File: config.mk
export PLATFORM = sky130hd
export DESIGN_NAME = cart_owner_arbiter
export DESIGN_NICKNAME = d
export VERILOG_FILES = /design/src/rtl/cart_arb_pkg.sv /design/src/rtl/cart_arb_grant.sv /design/src/rtl/cart_arb_cmdbuf.sv /design/src/rtl/cart_arb_regs.sv /design/src/rtl/cart_owner_arbiter.sv
export SDC_FILE = /design/constraint.sdc
export NUM_CORES = 1
export LEC_CHECK = 0
export CAP_MARGIN = 40
export CORE_MARGIN = 10
export CORE_UTILIZATION = 41
export CTS_CLUSTER_SIZE = 40
export DETAILED_ROUTE_END_ITERATION = 10
export HOLD_SLACK_MARGIN = 0.12
export PLACE_DENSITY = 0.79
export SLEW_MARGIN = 20
export SYNTH_ARGS = -nofsm -noshare
export SYNTH_HDL_FRONTEND = slang
export SYNTH_SLANG_ARGS = --single-unit
File: constraint.sdc
create_clock -name clk -period 3.1 [get_ports clk]
set_input_delay 0.31 -clock clk [delete_from_list [all_inputs] [get_ports clk]]
set_output_delay 0.31 -clock clk [all_outputs]
set_load 0.005 [all_outputs]
File: src/rtl/cart_arb_pkg.sv
package cart_arb_pkg;
  // Register offsets within the arbiter window (byte addresses).
  localparam int OFS_SPI     = 'h00;
  localparam int OFS_ROM     = 'h04;
  localparam int OFS_CMD     = 'h08;
  localparam int OFS_SEED_A  = 'h10;
  localparam int OFS_SEED_B  = 'h14;
  localparam int OFS_SEED_HI = 'h18;
  localparam int OFS_XMC     = 'h1C;
  localparam int OFS_DATA    = 'h20;

  localparam logic SRC_P0 = 1'b0;
  localparam logic SRC_P1 = 1'b1;
endpackage

File: src/rtl/cart_arb_grant.sv
module cart_arb_grant #(
  parameter int AW = 6,
  parameter int DW = 32,
  localparam int BE_W = DW / 8
) (
  input  logic            p0_rd,
  input  logic            p0_wr,
  input  logic [AW-1:0]   p0_addr,
  input  logic [DW-1:0]   p0_wdata,
  input  logic [BE_W-1:0] p0_be,
  input  logic            p1_rd,
  input  logic            p1_wr,
  input  logic [AW-1:0]   p1_addr,
  input  logic [DW-1:0]   p1_wdata,
  input  logic [BE_W-1:0] p1_be,
  output logic            g_valid,
  output logic            g_src,
  output logic            g_rd,
  output logic            g_wr,
  output logic [AW-1:0]   g_addr,
  output logic [DW-1:0]   g_wdata,
  output logic [BE_W-1:0] g_be,
  output logic            p1_wait
);
  import cart_arb_pkg::*;

  logic p0_act, p1_act;

  assign p0_act  = p0_rd | p0_wr;
  assign p1_act  = p1_rd | p1_wr;
  assign g_valid = p0_act | p1_act;
  assign p1_wait = p0_act & p1_act;

  // Fixed priority: the first processor always wins a clash.
  always_comb begin
    if (p0_act) begin
      g_src   = SRC_P0;
      g_rd    = p0_rd;
      g_wr    = p0_wr;
      g_addr  = p0_addr;
      g_wdata = p0_wdata;
      g_be    = p0_be;
    end else begin
      g_src   = SRC_P1;
      g_rd    = p1_rd;
      g_wr    = p1_wr;
      g_addr  = p1_addr;
      g_wdata = p1_wdata;
      g_be    = p1_be;
    end
  end
endmodule

File: src/rtl/cart_arb_cmdbuf.sv
module cart_arb_cmdbuf #(
  parameter int AW    = 6,
  parameter int DW    = 32,
  parameter int CMD_N = 8,
  localparam int BE_W = DW / 8
) (
  input  logic               clk,
  input  logic               rst,
  input  logic               g_valid,
  input  logic               g_wr,
  input  logic [AW-1:0]      g_addr,
  input  logic [DW-1:0]      g_wdata,
  input  logic [BE_W-1:0]    g_be,
  output logic [CMD_N*8-1:0] cmd_bytes
);
  import cart_arb_pkg::*;

  // Ungated: either processor may fill the shared command buffer.
  always_ff @(posedge clk) begin
    if (rst) begin
      cmd_bytes <= '0;
    end else if (g_valid && g_wr) begin
      for (int i = 0; i < CMD_N; i++) begin
        if (g_addr == AW'(OFS_CMD + (i / BE_W) * BE_W) && g_be[i % BE_W])
          cmd_bytes[i*8 +: 8] <= g_wdata[(i % BE_W)*8 +: 8];
      end
    end
  end
endmodule

File: src/rtl/cart_arb_regs.sv
module cart_arb_regs #(
  parameter int AW        = 6,
  parameter int DW        = 32,
  parameter int CW        = 16,
  parameter int OWN_BIT   = 11,
  parameter int SPLIT     = 7,
  parameter int SEED_HI_W = 7,
  parameter int HI_B_LANE = 2,
  localparam int BE_W = DW / 8,
  localparam int CB   = CW / 8
) (
  input  logic                   clk,
  input  logic                   rst,
  input  logic                   g_valid,
  input  logic                   g_src,
  input  logic                   g_wr,
  input  logic [AW-1:0]          g_addr,
  input  logic [DW-1:0]          g_wdata,
  input  logic [BE_W-1:0]        g_be,
  output logic                   owner,
  output logic                   from_owner,
  output logic [CW-1:0]          xmc0,
  output logic [CW-1:0]          xmc1,
  output logic [CW-1:0]          spi_ctl,
  output logic                   rom_wr,
  output logic [DW-1:0]          rom_wdata,
  output logic [2*DW-1:0]        seed_a_lo,
  output logic [2*DW-1:0]        seed_b_lo,
  output logic [2*SEED_HI_W-1:0] seed_a_hi,
  output logic [2*SEED_HI_W-1:0] seed_b_hi
);
  import cart_arb_pkg::*;

  logic [CW-1:0]        ctl_merged, spi_merged;
  logic [DW-1:0]        sa_lo [2];
  logic [DW-1:0]        sb_lo [2];
  logic [SEED_HI_W-1:0] sa_hi [2];
  logic [SEED_HI_W-1:0] sb_hi [2];
  logic wr_xmc, wr_spi, wr_rom, wr_sa, wr_sb, wr_hi;

  assign owner      = xmc0[OWN_BIT];
  assign from_owner = (g_src == SRC_P1) ? owner : ~owner;

  assign wr_xmc = g_valid && g_wr && g_addr == AW'(OFS_XMC);
  assign wr_spi = g_valid && g_wr && g_addr == AW'(OFS_SPI);
  assign wr_rom = g_valid && g_wr && g_addr == AW'(OFS_ROM);
  assign wr_sa  = g_valid && g_wr && g_addr == AW'(OFS_SEED_A);
  assign wr_sb  = g_valid && g_wr && g_addr == AW'(OFS_SEED_B);
  assign wr_hi  = g_valid && g_wr && g_addr == AW'(OFS_SEED_HI);

  // Byte-lane merge of the writer's own control copy and of the serial-port register.
  always_comb begin
    ctl_merged = (g_src == SRC_P1) ? xmc1 : xmc0;
    spi_merged = spi_ctl;
    for (int b = 0; b < CB; b++) begin
      if (g_be[b]) begin
        ctl_merged[b*8 +: 8] = g_wdata[b*8 +: 8];
        spi_merged[b*8 +: 8] = g_wdata[b*8 +: 8];
      end
    end
  end

  always_ff @(posedge clk) begin
    if (rst) begin
      xmc0      <= '0;
      xmc1      <= '0;
      spi_ctl   <= '0;
      rom_wr    <= 1'b0;
      rom_wdata <= '0;
      for (int s = 0; s < 2; s++) begin
        sa_lo[s] <= '0;
        sb_lo[s] <= '0;
        sa_hi[s] <= '0;
        sb_hi[s] <= '0;
      end
    end else begin
      rom_wr <= 1'b0;
      if (wr_xmc) begin
        if (g_src == SRC_P0) begin
          xmc0 <= ctl_merged;
          xmc1 <= {ctl_merged[CW-1:SPLIT], xmc1[SPLIT-1:0]};
        end else begin
          xmc1 <= {xmc1[CW-1:SPLIT], ctl_merged[SPLIT-1:0]};
        end
      end
      if (wr_spi && from_owner)
        spi_ctl <= spi_merged;
      if (wr_rom && from_owner && (&g_be)) begin
        rom_wr    <= 1'b1;
        rom_wdata <= g_wdata;
      end
      for (int b = 0; b < BE_W; b++) begin
        if (wr_sa && g_be[b]) sa_lo[g_src][b*8 +: 8] <= g_wdata[b*8 +: 8];
        if (wr_sb && g_be[b]) sb_lo[g_src][b*8 +: 8] <= g_wdata[b*8 +: 8];
      end
      if (wr_hi && g_be[0])
        sa_hi[g_src] <= g_wdata[SEED_HI_W-1:0];
      if (wr_hi && g_be[HI_B_LANE])
        sb_hi[g_src] <= g_wdata[HI_B_LANE*8 +: SEED_HI_W];
    end
  end

  always_comb begin
    for (int s = 0; s < 2; s++) begin
      seed_a_lo[s*DW +: DW]               = sa_lo[s];
      seed_b_lo[s*DW +: DW]               = sb_lo[s];
      seed_a_hi[s*SEED_HI_W +: SEED_HI_W] = sa_hi[s];
      seed_b_hi[s*SEED_HI_W +: SEED_HI_W] = sb_hi[s];
    end
  end
endmodule

File: src/rtl/cart_owner_arbiter.sv
module cart_owner_arbiter #(
  parameter int AW        = 6,
  parameter int DW        = 32,
  parameter int CW        = 16,
  parameter int OWN_BIT   = 11,
  parameter int SPLIT     = 7,
  parameter int SEED_HI_W = 7,
  parameter int HI_B_LANE = 2,
  parameter int CMD_N     = 8,
  localparam int BE_W = DW / 8
) (
  input  logic                   clk,
  input  logic                   rst,
  input  logic [AW-1:0]          p0_addr,
  input  logic [DW-1:0]          p0_wdata,
  input  logic [BE_W-1:0]        p0_be,
  input  logic                   p0_rd,
  input  logic                   p0_wr,
  output logic [DW-1:0]          p0_rdata,
  output logic                   p0_rvalid,
  input  logic [AW-1:0]          p1_addr,
  input  logic [DW-1:0]          p1_wdata,
  input  logic [BE_W-1:0]        p1_be,
  input  logic                   p1_rd,
  input  logic                   p1_wr,
  output logic [DW-1:0]          p1_rdata,
  output logic                   p1_rvalid,
  output logic                   p1_wait,
  input  logic [DW-1:0]          rom_ctl,
  input  logic [DW-1:0]          data_word,
  output logic                   data_pop,
  output logic                   rom_wr,
  output logic [DW-1:0]          rom_wdata,
  output logic [CW-1:0]          spi_ctl,
  output logic [CMD_N*8-1:0]     cmd_bytes,
  output logic [2*DW-1:0]        seed_a_lo,
  output logic [2*DW-1:0]        seed_b_lo,
  output logic [2*SEED_HI_W-1:0] seed_a_hi,
  output logic [2*SEED_HI_W-1:0] seed_b_hi,
  output logic                   owner
);
  import cart_arb_pkg::*;

  logic            g_valid, g_src, g_rd, g_wr, from_owner;
  logic [AW-1:0]   g_addr;
  logic [DW-1:0]   g_wdata, rd_val;
  logic [BE_W-1:0] g_be;
  logic [CW-1:0]   xmc0, xmc1;
  logic [1:0]      rvalid_q;
  logic [DW-1:0]   rdata_q [2];

  cart_arb_grant #(.AW(AW), .DW(DW)) u_grant (
    .p0_rd(p0_rd), .p0_wr(p0_wr), .p0_addr(p0_addr), .p0_wdata(p0_wdata), .p0_be(p0_be),
    .p1_rd(p1_rd), .p1_wr(p1_wr), .p1_addr(p1_addr), .p1_wdata(p1_wdata), .p1_be(p1_be),
    .g_valid(g_valid), .g_src(g_src), .g_rd(g_rd), .g_wr(g_wr),
    .g_addr(g_addr), .g_wdata(g_wdata), .g_be(g_be), .p1_wait(p1_wait)
  );

  cart_arb_regs #(
    .AW(AW), .DW(DW), .CW(CW), .OWN_BIT(OWN_BIT), .SPLIT(SPLIT),
    .SEED_HI_W(SEED_HI_W), .HI_B_LANE(HI_B_LANE)
  ) u_regs (
    .clk(clk), .rst(rst), .g_valid(g_valid), .g_src(g_src), .g_wr(g_wr),
    .g_addr(g_addr), .g_wdata(g_wdata), .g_be(g_be),
    .owner(owner), .from_owner(from_owner), .xmc0(xmc0), .xmc1(xmc1),
    .spi_ctl(spi_ctl), .rom_wr(rom_wr), .rom_wdata(rom_wdata),
    .seed_a_lo(seed_a_lo), .seed_b_lo(seed_b_lo),
    .seed_a_hi(seed_a_hi), .seed_b_hi(seed_b_hi)
  );

  cart_arb_cmdbuf #(.AW(AW), .DW(DW), .CMD_N(CMD_N)) u_cmd (
    .clk(clk), .rst(rst), .g_valid(g_valid), .g_wr(g_wr),
    .g_addr(g_addr), .g_wdata(g_wdata), .g_be(g_be), .cmd_bytes(cmd_bytes)
  );

  // Data port is consumed only by the owner's read.
  assign data_pop = g_valid && g_rd && (g_addr == AW'(OFS_DATA)) && from_owner;

  always_comb begin
    case (g_addr)
      AW'(OFS_SPI):  rd_val = DW'(spi_ctl);
      AW'(OFS_ROM):  rd_val = rom_ctl;
      AW'(OFS_XMC):  rd_val = DW'((g_src == SRC_P1) ? xmc1 : xmc0);
      AW'(OFS_DATA): rd_val = from_owner ? data_word : '0;
      default:       rd_val = '0;
    endcase
  end

  always_ff @(posedge clk) begin
    if (rst) begin
      rvalid_q <= '0;
      for (int s = 0; s < 2; s++) rdata_q[s] <= '0;
    end else begin
      for (int s = 0; s < 2; s++) begin
        rvalid_q[s] <= g_valid && g_rd && (g_src == 1'(s));
        rdata_q[s]  <= (g_valid && g_rd && (g_src == 1'(s))) ? rd_val : '0;
      end
    end
  end

  assign p0_rvalid = rvalid_q[0];
  assign p1_rvalid = rvalid_q[1];
  assign p0_rdata  = rdata_q[0];
  assign p1_rdata  = rdata_q[1];
endmodule

==> flow_summary.yaml, run 1 <==
cts:
  clock_latency_ns: 0.52
  cts-root-buf: "clkbuf_16"
  htreeDepth: 2
  cts_buffer_depth: 3
  cts_tree: "built"
  cts_resized: 0
  clk_pin_slew_ns: 0.06
  holdBufCountCts: 0
  cts_setup_buffers: 0
  cts.sinks: 358
  cts_made_buffers: 38
die:
  die_h_um: 206
  ioPinCount: 492
  start_util: 0.419
  die_x_um: 206
  dieArea_um2: 42400
  num_rows: 67
  core_um2: 33800
power_and_ir_drop:
  p_sw_mw: 2.43
  cellLeakagePower_nw: 7.72
  powerDensity_nw_per_um2: 501
  combPwrFrac: 0.103
  switching_share: 0.225
  p_seq_frac: 0.470
  p_int_mw: 8.35
  ir_worst_vdd_mv: 0.497
  clkPwrFrac: 0.427
flow_run:
  drv_cap: 0
placement:
  port_buffers: 491
  placed_cell_area_um2: 20300
  dp_slack_ns: 0.137
  gp_congestion: 0.892
  dpl.hpwl_um: 42900
routing:
  drtPass1Iterations: 6
  vias_per_cell: 5.42
  ant_nets: 0
  drc: 0
  drt_wl_total_um: 55600
  wl_per_cell_um: 24.0
  num_vias: 12600
  first_iter_violations: 815
global_route:
  grt_max_degree: 131
  overflow: 0
  grt_use_met1: 0.292
  track_usage: 0.250
  grt_first_pass_wirelength_um: 80700
  met3_usage: 0.0841
  grtUsageMet2: 0.419
  antenna_found_initial: 12
  first_global_vias: 12600
  grt_busiest_layer: "met2"
critical_path:
  critPathLaunchType: "primary input"
  cp_max_fo: 9
  slowest_delay_ns: 0.61
  critPathMostFrequentCell: "clkdlybuf4s50_1"
  cp_slowest_cell: "clkdlybuf4s50_1"
  crit_arrival_ns: 2.66
  crit_buf_inv: 4
  worstPathCellList: "clkdlybuf4s50_1 > buf_4 > or2_1 > inv_4 > o31ai_2 > and3_1 > o21a_1 > clkdlybuf4s50_1"
  crit_family: "buffers and inverters"
  path_class: "primary input to output port"
  critical_path_required_ns: 2.79
  setup.worst_path.end_class: "output port"
timing:
  worst_pin_slew_ns: 0.760
  post-route-period-util: 0.958
  finalMaxSlewViolations: 0
  setup_violations: 0
  setup_slack_ns: 0.129
  slew_headroom: 0.490
  rsz0062_at_grt: "no"
  fin_crit_ns: 2.97
  fin_skew_ns: 0.00806
  setup_tns_ns: 0
  timing.final.hold_violations: 0
  fmaxAchievable_mhz: 337
yosys:
  yosys-top-cells-area: "edfxtp_1 (33%), dfxtp_1 (29%), nor2_1 (6.9%), mux2i_1 (5.2%), a211oi_1 (4.0%)"
  synth_flop_cell: "dfxtp_1"
  yosysSeqAreaShare: 0.617
  synth_cell_types: 67
  synth_top_area_share: 0.331
  synth_edf_count: 156
  syn-num-nets: 1412
  ys_ff_latch: 358
  yosysTopAreaCell: "edfxtp_1"
  synthArstFlopShare: 0
  synthesis.area_um2: 14200
  syn_avg_cell_area_um2: 11.3
  syn-instance-count: 1256
  ys_warn_count: 0
cells_and_area:
  fin_nets: 1987
  drive_gt1_frac: 0.124
  final_cell_mix: "clkdlybuf4s50_1 (490), nor2_1 (261), dfxtp_1 (202)"
  syn2layout_area_growth_pct: 52.2
  final_common_cell: "clkdlybuf4s50_1"
  fin_area_um2: 21500
status:
  status: "finished clean"
worst_hold_path:
  hp-class: "primary input to register"
-- worst min-delay path: cells and delay by family --
kind | cells | cell delay [ns]
AND/OR/NAND/NOR | 1 | 0.15
buffers and inverters | 2 | 0.42
-- per-layer routing --
layer | wire, um | up-vias
li1 | - | 5747
met1 | 20800 | 6044
met2 | 27300 | 636
met3 | 5570 | 116
met4 | 1820 | 10
met5 | 63 | -
-- power by group through the flow --
stage,combinational (mW),clock [mW],sequential [mW]
after floorplan,0.338,0,5.18
after global placement,1.08,0,5.17
after detailed placement,1.10,0,5.17
after CTS,1.11,4.65,5.07
after global routing,1.16,4.84,5.08
final,1.11,4.61,5.07
-- stage by stage --
step	hold WS [ns]	utilization	instances	power [mW]
CTS	0.392	0.637	2307	10.8
detailed placement	0.436	0.600	2238	6.27
global route	0.436	0.637	2311	11.1
global placement	0.435	0.600	2238	6.25
floorplan	0.430	-	1256	5.51
finish	0.402	0.638	2314	10.8
-- final timing paths --
check | from | end | slack (ns) | cells after the start
worst max register to register | u_regs.xmc1[11] | u_regs.rom_wdata[27] | 1.13 | 6
worst min register to register | u_cmd.cmd_bytes[56] | u_cmd.cmd_bytes[56] | 0.44 | 2
worst min-delay path | rst | u_regs.xmc0[4] | 0.40 | 3
worst max-delay path | p0_wr | data_pop | 0.13 | 8
-- logic make-up after synthesis --
family,after synthesis,synth area share
AND/OR/NAND/NOR,466,0.161
flip-flops,358,0.617
AO/OA/AOI/OAI,250,0.130
buffers and inverters,97,0.0317
adder cells (fa/ha/maj),2,0.00177
multiplexers,83,0.0595
-- Yosys cell counts, types with 4 or more instances --
| cell type | instances |
|---|---|
| nor3_2 | 5 |
| buf_4 | 12 |
| o221ai_1 | 5 |
| edfxtp_1 | 156 |
| nand2b_1 | 23 |
| nor4_4 | 9 |
| a31o_1 | 7 |
| a221o_1 | 5 |
| nand3_1 | 25 |
| or2_2 | 9 |
| a22o_1 | 5 |
| dfxtp_1 | 202 |
| inv_1 | 20 |
| mux2i_1 | 74 |
| and4_1 | 4 |
| buf_2 | 18 |
| nor2b_1 | 4 |
| mux2_2 | 9 |
| and3_1 | 11 |
| a31oi_1 | 31 |
| nand2_1 | 69 |
| a21oi_1 | 17 |
| o21ai_0 | 19 |
| a21o_1 | 8 |
| o31ai_1 | 14 |
| and2_1 | 4 |
| nand3_2 | 4 |
| clkbuf_1 | 43 |
| a22oi_1 | 39 |
| nor3_1 | 13 |
| nor2_1 | 262 |
| a211oi_1 | 75 |
-- state kept, by name, indices dropped and copies added, names as in the netlist --
| signal | flops |
|---|---|
| u_regs.xmc1 | 15 |
| rdata_q | 64 |
| u_regs.rom_wdata | 32 |
| u_regs.sa_hi | 14 |
| u_regs.sa_lo | 64 |
| u_regs.rom_wr | 1 |
| u_regs.sb_hi | 14 |
| u_regs.sb_lo | 64 |
| rvalid_q | 2 |
| u_regs.spi_ctl | 16 |
| u_regs.xmc0 | 8 |
| u_cmd.cmd_bytes | 64 |
-- final cells by class --
type,instances,area [um2]
fill,2615,12200
sequential,358,8730
timing repair buffer,611,5900
multi-input combinational,801,5000
clock buffer,49,1030
tap,448,561
clock inverter,20,224
inverter,21,81.3
antenna,6,15.0
(Power assumes the default switching activity.)
==> run 2: changes to the inputs <==
--- a/config.mk
+++ b/config.mk
@@ -6,6 +6,7 @@
 export NUM_CORES = 1
 export LEC_CHECK = 0
 export CAP_MARGIN = 40
+export CORE_ASPECT_RATIO = 0.8
 export CORE_MARGIN = 10
 export CORE_UTILIZATION = 41
 export CTS_CLUSTER_SIZE = 40
==> run 2 against run 1 <==
Critical path depth is 1 lower. Sequential power hardly changed. Critical path type unchanged. Largest cell class unchanged. Highest routed layer unchanged. Die area up 0.11%. Register-to-register slack about the same. Fmax increased by 2.2%. Critical endpoint unchanged. Count of clock-buffer cells in the layout grew 1. First-iteration DRC count increased by 55%. Total power shrank 0.29%. Wire length increased by 2.0%.
==> flow_summary.yaml, run 2 (same netlist as run 1, synthesis figures left out) <==
status:
  status: "finished clean"
critical_path:
  worstPathCellList: "clkdlybuf4s50_1 > buf_12 > or4_4 > o31ai_2 > and3_1 > o21a_1 > clkdlybuf4s50_1"
  critical_path_required_ns: 2.79
  slowest_delay_ns: 0.59
  rrSetupSlack_ns: 1.14
  cp_slowest_cell: "clkdlybuf4s50_1"
  timing.rr.end: "u_regs.spi_ctl[5]"
  crit_arrival_ns: 2.60
  cp_max_fo: 8
  path_class: "primary input to output port"
  setup.worst_path.end_class: "output port"
  crit_family: "buffers and inverters"
  critPathMostFrequentCell: "clkdlybuf4s50_1"
  r2r_start: "u_regs.xmc1[11]"
  critPathLaunchType: "primary input"
  crit_buf_inv: 3
  ff2ff_path_depth: 6
power_and_ir_drop:
  powerDensity_nw_per_um2: 498
  cellLeakagePower_nw: 7.70
  combPwrFrac: 0.101
  switching_share: 0.230
  total_power_mw: 10.8
  clkPwrFrac: 0.426
  p_int_mw: 8.27
  p_seq_frac: 0.472
  p_sw_mw: 2.48
  ir_worst_vdd_mv: 0.428
die:
  die_x_um: 228
  ioPinCount: 492
  die_h_um: 186
  num_rows: 60
  start_util: 0.418
  dieArea_um2: 42400
  core_um2: 33900
routing:
  vias_per_cell: 5.48
  first_iter_violations: 1266
  drt_wl_total_um: 56700
  ant_nets: 0
  num_vias: 12800
  drtPass1Iterations: 5
  drc: 0
  wl_per_cell_um: 24.3
global_route:
  track_usage: 0.254
  antenna_found_initial: 12
  grt_first_pass_wirelength_um: 82600
  overflow: 0
  grt_max_degree: 131
  first_global_vias: 12900
flow_run:
  drv_cap: 0
cells_and_area:
  final_cell_mix: "clkdlybuf4s50_1 (490), nor2_1 (261), dfxtp_1 (202)"
  fin_area_um2: 21600
  final_common_cell: "clkdlybuf4s50_1"
  drive_gt1_frac: 0.125
  fin_nets: 1981
  syn2layout_area_growth_pct: 52.5
placement:
  placed_cell_area_um2: 20300
  gp_congestion: 0.901
  port_buffers: 491
  dpl.hpwl_um: 43600
timing:
  fin_crit_ns: 2.91
  setup_violations: 0
  slew_headroom: 0.426
  fmaxAchievable_mhz: 344
  timing.final.hold_violations: 0
  rsz0062_at_grt: "no"
  setup_tns_ns: 0
  worst_pin_slew_ns: 0.856
  post-route-period-util: 0.938
  finalMaxSlewViolations: 0
  fin_skew_ns: 0.0133
cts:
  cts.sinks: 358
  htreeDepth: 2
  cts_made_buffers: 37
  cts_tree: "built"
  cts_resized: 0
  holdBufCountCts: 0
  cts_setup_buffers: 0
  cts-root-buf: "clkbuf_16"
  cts_buffer_depth: 3
  clock_latency_ns: 0.53
  clk_pin_slew_ns: 0.06
worst_hold_path:
  hold-path-cell-count: 4
  hp-class: "primary input to register"
  hold_end: "rvalid_q[0]"
  hold_path.startpoint: "rst"
[run 2: cell type report]
| cell class | count | area (um2) |
|---|---|---|
| tap | 465 | 582 |
| clock buffer | 50 | 1080 |
| multi-input combinational | 801 | 5010 |
| clock inverter | 18 | 174 |
| fill | 2622 | 12300 |
| timing repair buffer | 606 | 5910 |
| antenna | 10 | 25.0 |
| inverter | 21 | 81.3 |
| sequential | 358 | 8730 |
[run 2: routing by layer]
layer | vias to the layer above | share of wire | routed length [um] | global-route usage
li1 | 5728 | - | - | -
met1 | 6226 | 0.39 | 22100 | 0.303
met2 | 705 | 0.48 | 27300 | 0.428
met3 | 92 | 0.11 | 6030 | 0.0887
met4 | 6 | 0.022 | 1250 | 0.0721
met5 | - | 0.00074 | 42 | 0
[run 2: how the worst max path moves through the flow]
stage	from	end	slack [ns]	cells past startpoint
floorplan	p0_wr	u_regs.sb_lo[1][0]	0.21	7
global placement	p0_wr	u_regs.sb_lo[1][24]	0.12	9
detailed placement	p0_wr	u_regs.sa_lo[0][8]	0.04	8
CTS	p0_wr	data_pop	0.20	7
global route	p0_wr	data_pop	0.14	7
finish	p0_wr	data_pop	0.19	7
[run 2: stage by stage]
| stage | hold WS (ns) | instances | utilization | worst slack (ns) |
|---|---|---|---|---|
| 2_1_floorplan | 0.430 | 1256 | - | 0.213 |
| 3_3_place_gp | 0.432 | 2249 | 0.600 | 0.116 |
| 3_5_place_dp | 0.435 | 2250 | 0.600 | 0.0438 |
| 4_1_cts | 0.200 | 2318 | 0.637 | 0.202 |
| 5_1_grt | 0.253 | 2326 | 0.638 | 0.140 |
| 6_report | 0.225 | 2329 | 0.638 | 0.192 |
[run 2: worst reg2reg max path: stages, from the launching register on]
cell and delay (ns):
dfxtp_1 0.36, ha_1 0.36, inv_1 0.12, nor3_4 0.25, buf_12 0.23, and2_1 0.35, a211oi_1 0.14
[run 2: power by group through the flow]
stage	clock network, mW	registers, mW	logic [mW]
floorplan	0	5.18	0.338
global placement	0	5.18	1.07
detailed placement	0	5.18	1.08
CTS	4.63	5.08	1.09
global route	4.83	5.09	1.15
finish	4.58	5.08	1.09
==> run 3: changes to the inputs <==
--- a/config.mk
+++ b/config.mk
@@ -5,9 +5,7 @@
 export SDC_FILE = /design/constraint.sdc
 export NUM_CORES = 1
 export LEC_CHECK = 0
-export CAP_MARGIN = 40
 export CORE_ASPECT_RATIO = 0.8
-export CORE_MARGIN = 10
 export CORE_UTILIZATION = 41
 export CTS_CLUSTER_SIZE = 40
 export DETAILED_ROUTE_END_ITERATION = 10
==> run 3 against run 2 <==
Count of clock-buffer cells in the layout down 2. Non-clock buffer count up 1. Sequential cell count is the same. Sequential power about the same. First-iteration DRC count shrank 17%. Via count is 1.4% lower. Die area is 17% lower. Clock skew hardly changed. Wire length shrank 10%. Critical path type unchanged. Sequential share of layout area grew 0.52 points. Global-route usage up 2.9 points. Final cell count down 1.7%.
==> flow_summary.yaml, run 3 (same netlist as run 1, synthesis figures left out) <==
global_route:
  first_global_vias: 12300
  grt_first_pass_wirelength_um: 75300
  grt_use_met1: 0.365
  overflow: 0
  track_usage: 0.282
  grtUsageMet2: 0.459
  antenna_found_initial: 6
  met3_usage: 0.0724
  grt_max_degree: 102
  grt_busiest_layer: "met2"
cells_and_area:
  fin_area_um2: 21300
  final_common_cell: "clkdlybuf4s50_1"
  nFillCells: 2695
  drive_gt1_frac: 0.124
  fin_nets: 1982
  multi_input_area_um2: 5010
  syn2layout_area_growth_pct: 50.6
  final_cell_mix: "clkdlybuf4s50_1 (490), nor2_1 (261), dfxtp_1 (202)"
  regArea_um2: 8730
die:
  dieArea_um2: 35300
  die_h_um: 168
  ioPinCount: 492
  num_rows: 60
  die_x_um: 210
  core_um2: 33800
  start_util: 0.419
timing:
  worst_pin_slew_ns: 0.932
  post-route-period-util: 0.920
  rsz0062_at_grt: "no"
  fin_crit_ns: 2.85
  fin_skew_ns: 0.0134
  timing.final.hold_violations: 0
  finalMaxSlewViolations: 0
  slew_headroom: 0.375
  fmaxAchievable_mhz: 351
  setup_violations: 0
routing:
  vias_per_cell: 5.49
  ant_nets: 0
  num_vias: 12600
  drtPass1Iterations: 5
  wl_per_cell_um: 22.2
  drc: 0
  first_iter_violations: 1045
  drt_wl_total_um: 50800
cts:
  clk_pin_slew_ns: 0.06
  htreeDepth: 2
  cts-root-buf: "clkbuf_16"
  cts_setup_buffers: 0
  cts_buffer_depth: 3
  holdBufCountCts: 0
  clock_latency_ns: 0.52
  cts_resized: 0
  cts_tree: "built"
  cts_made_buffers: 37
  cts.sinks: 358
status:
  status: "finished clean"
critical_path:
  critical_path_required_ns: 2.79
  path_class: "primary input to output port"
  setup.worst_path.end_class: "output port"
  critPathLaunchType: "primary input"
  cp_max_fo: 7
  rrSetupSlack_ns: 1.17
  crit_arrival_ns: 2.54
placement:
  dpl.hpwl_um: 38400
  port_buffers: 491
  placed_cell_area_um2: 20200
  gp_congestion: 0.887
power_and_ir_drop:
  ir_worst_vdd_mv: 0.430
  cellLeakagePower_nw: 7.63
  total_power_mw: 10.3
  powerDensity_nw_per_um2: 483
worst_hold_path:
  hp-class: "primary input to register"
flow_run:
  drv_cap: 0
run 3: metrics by stage:
stage,worst slack (ns),TNS (ns),hold WS (ns),util,instances
global route,0.175,0,0.210,0.631,2288
floorplan,0.213,0,0.430,-,1256
detailed placement,-0.0586,-2.05,0.441,0.598,2221
CTS,0.115,0,0.187,0.631,2285
finish,0.247,0,0.213,0.631,2290
global placement,0.0705,0,0.432,0.598,2221
run 3: final cells by class:
| cell class | count | area share |
|---|---|---|
| sequential | 358 | 0.409 |
| antenna | 5 | 0.000587 |
| tap | 434 | 0.0255 |
| inverter | 21 | 0.00382 |
| timing repair buffer | 607 | 0.274 |
| multi-input combinational | 801 | 0.235 |
| clock inverter | 16 | 0.00516 |
| clock buffer | 48 | 0.0468 |
run 3: layer usage:
layer  up-vias  part of all wire
li1       5719                 -
met2       725              0.47
met4         0             0.031
met5         -                 0
met3       100             0.092
met1      6037              0.41
run 3: path summary, 6_finish.rpt:
kind	from	to	depth (start not counted)
worst min-delay path	rst	u_regs.rom_wr	2
worst min register to register	u_cmd.cmd_bytes[62]	u_cmd.cmd_bytes[62]	2
worst max-delay path	p0_wr	data_pop	6
worst max register to register	u_regs.xmc1[11]	u_regs.rom_wdata[30]	6
run 3: critical path, stage by stage:
cell and delay, ns:
clkdlybuf4s50_1 0.54, or2_4 0.36, ha_1 0.36, and3_1 0.19
o21a_1 0.13, clkdlybuf4s50_1 0.65
run 3: power by group:
part | switching, mW | internal, mW | leakage (nW)
logic | 0.529 | 0.543 | 3.98
clock network | 1.80 | 2.35 | 0.545
registers | 0.0483 | 5.03 | 3.11
total | 2.38 | 7.92 | 7.63
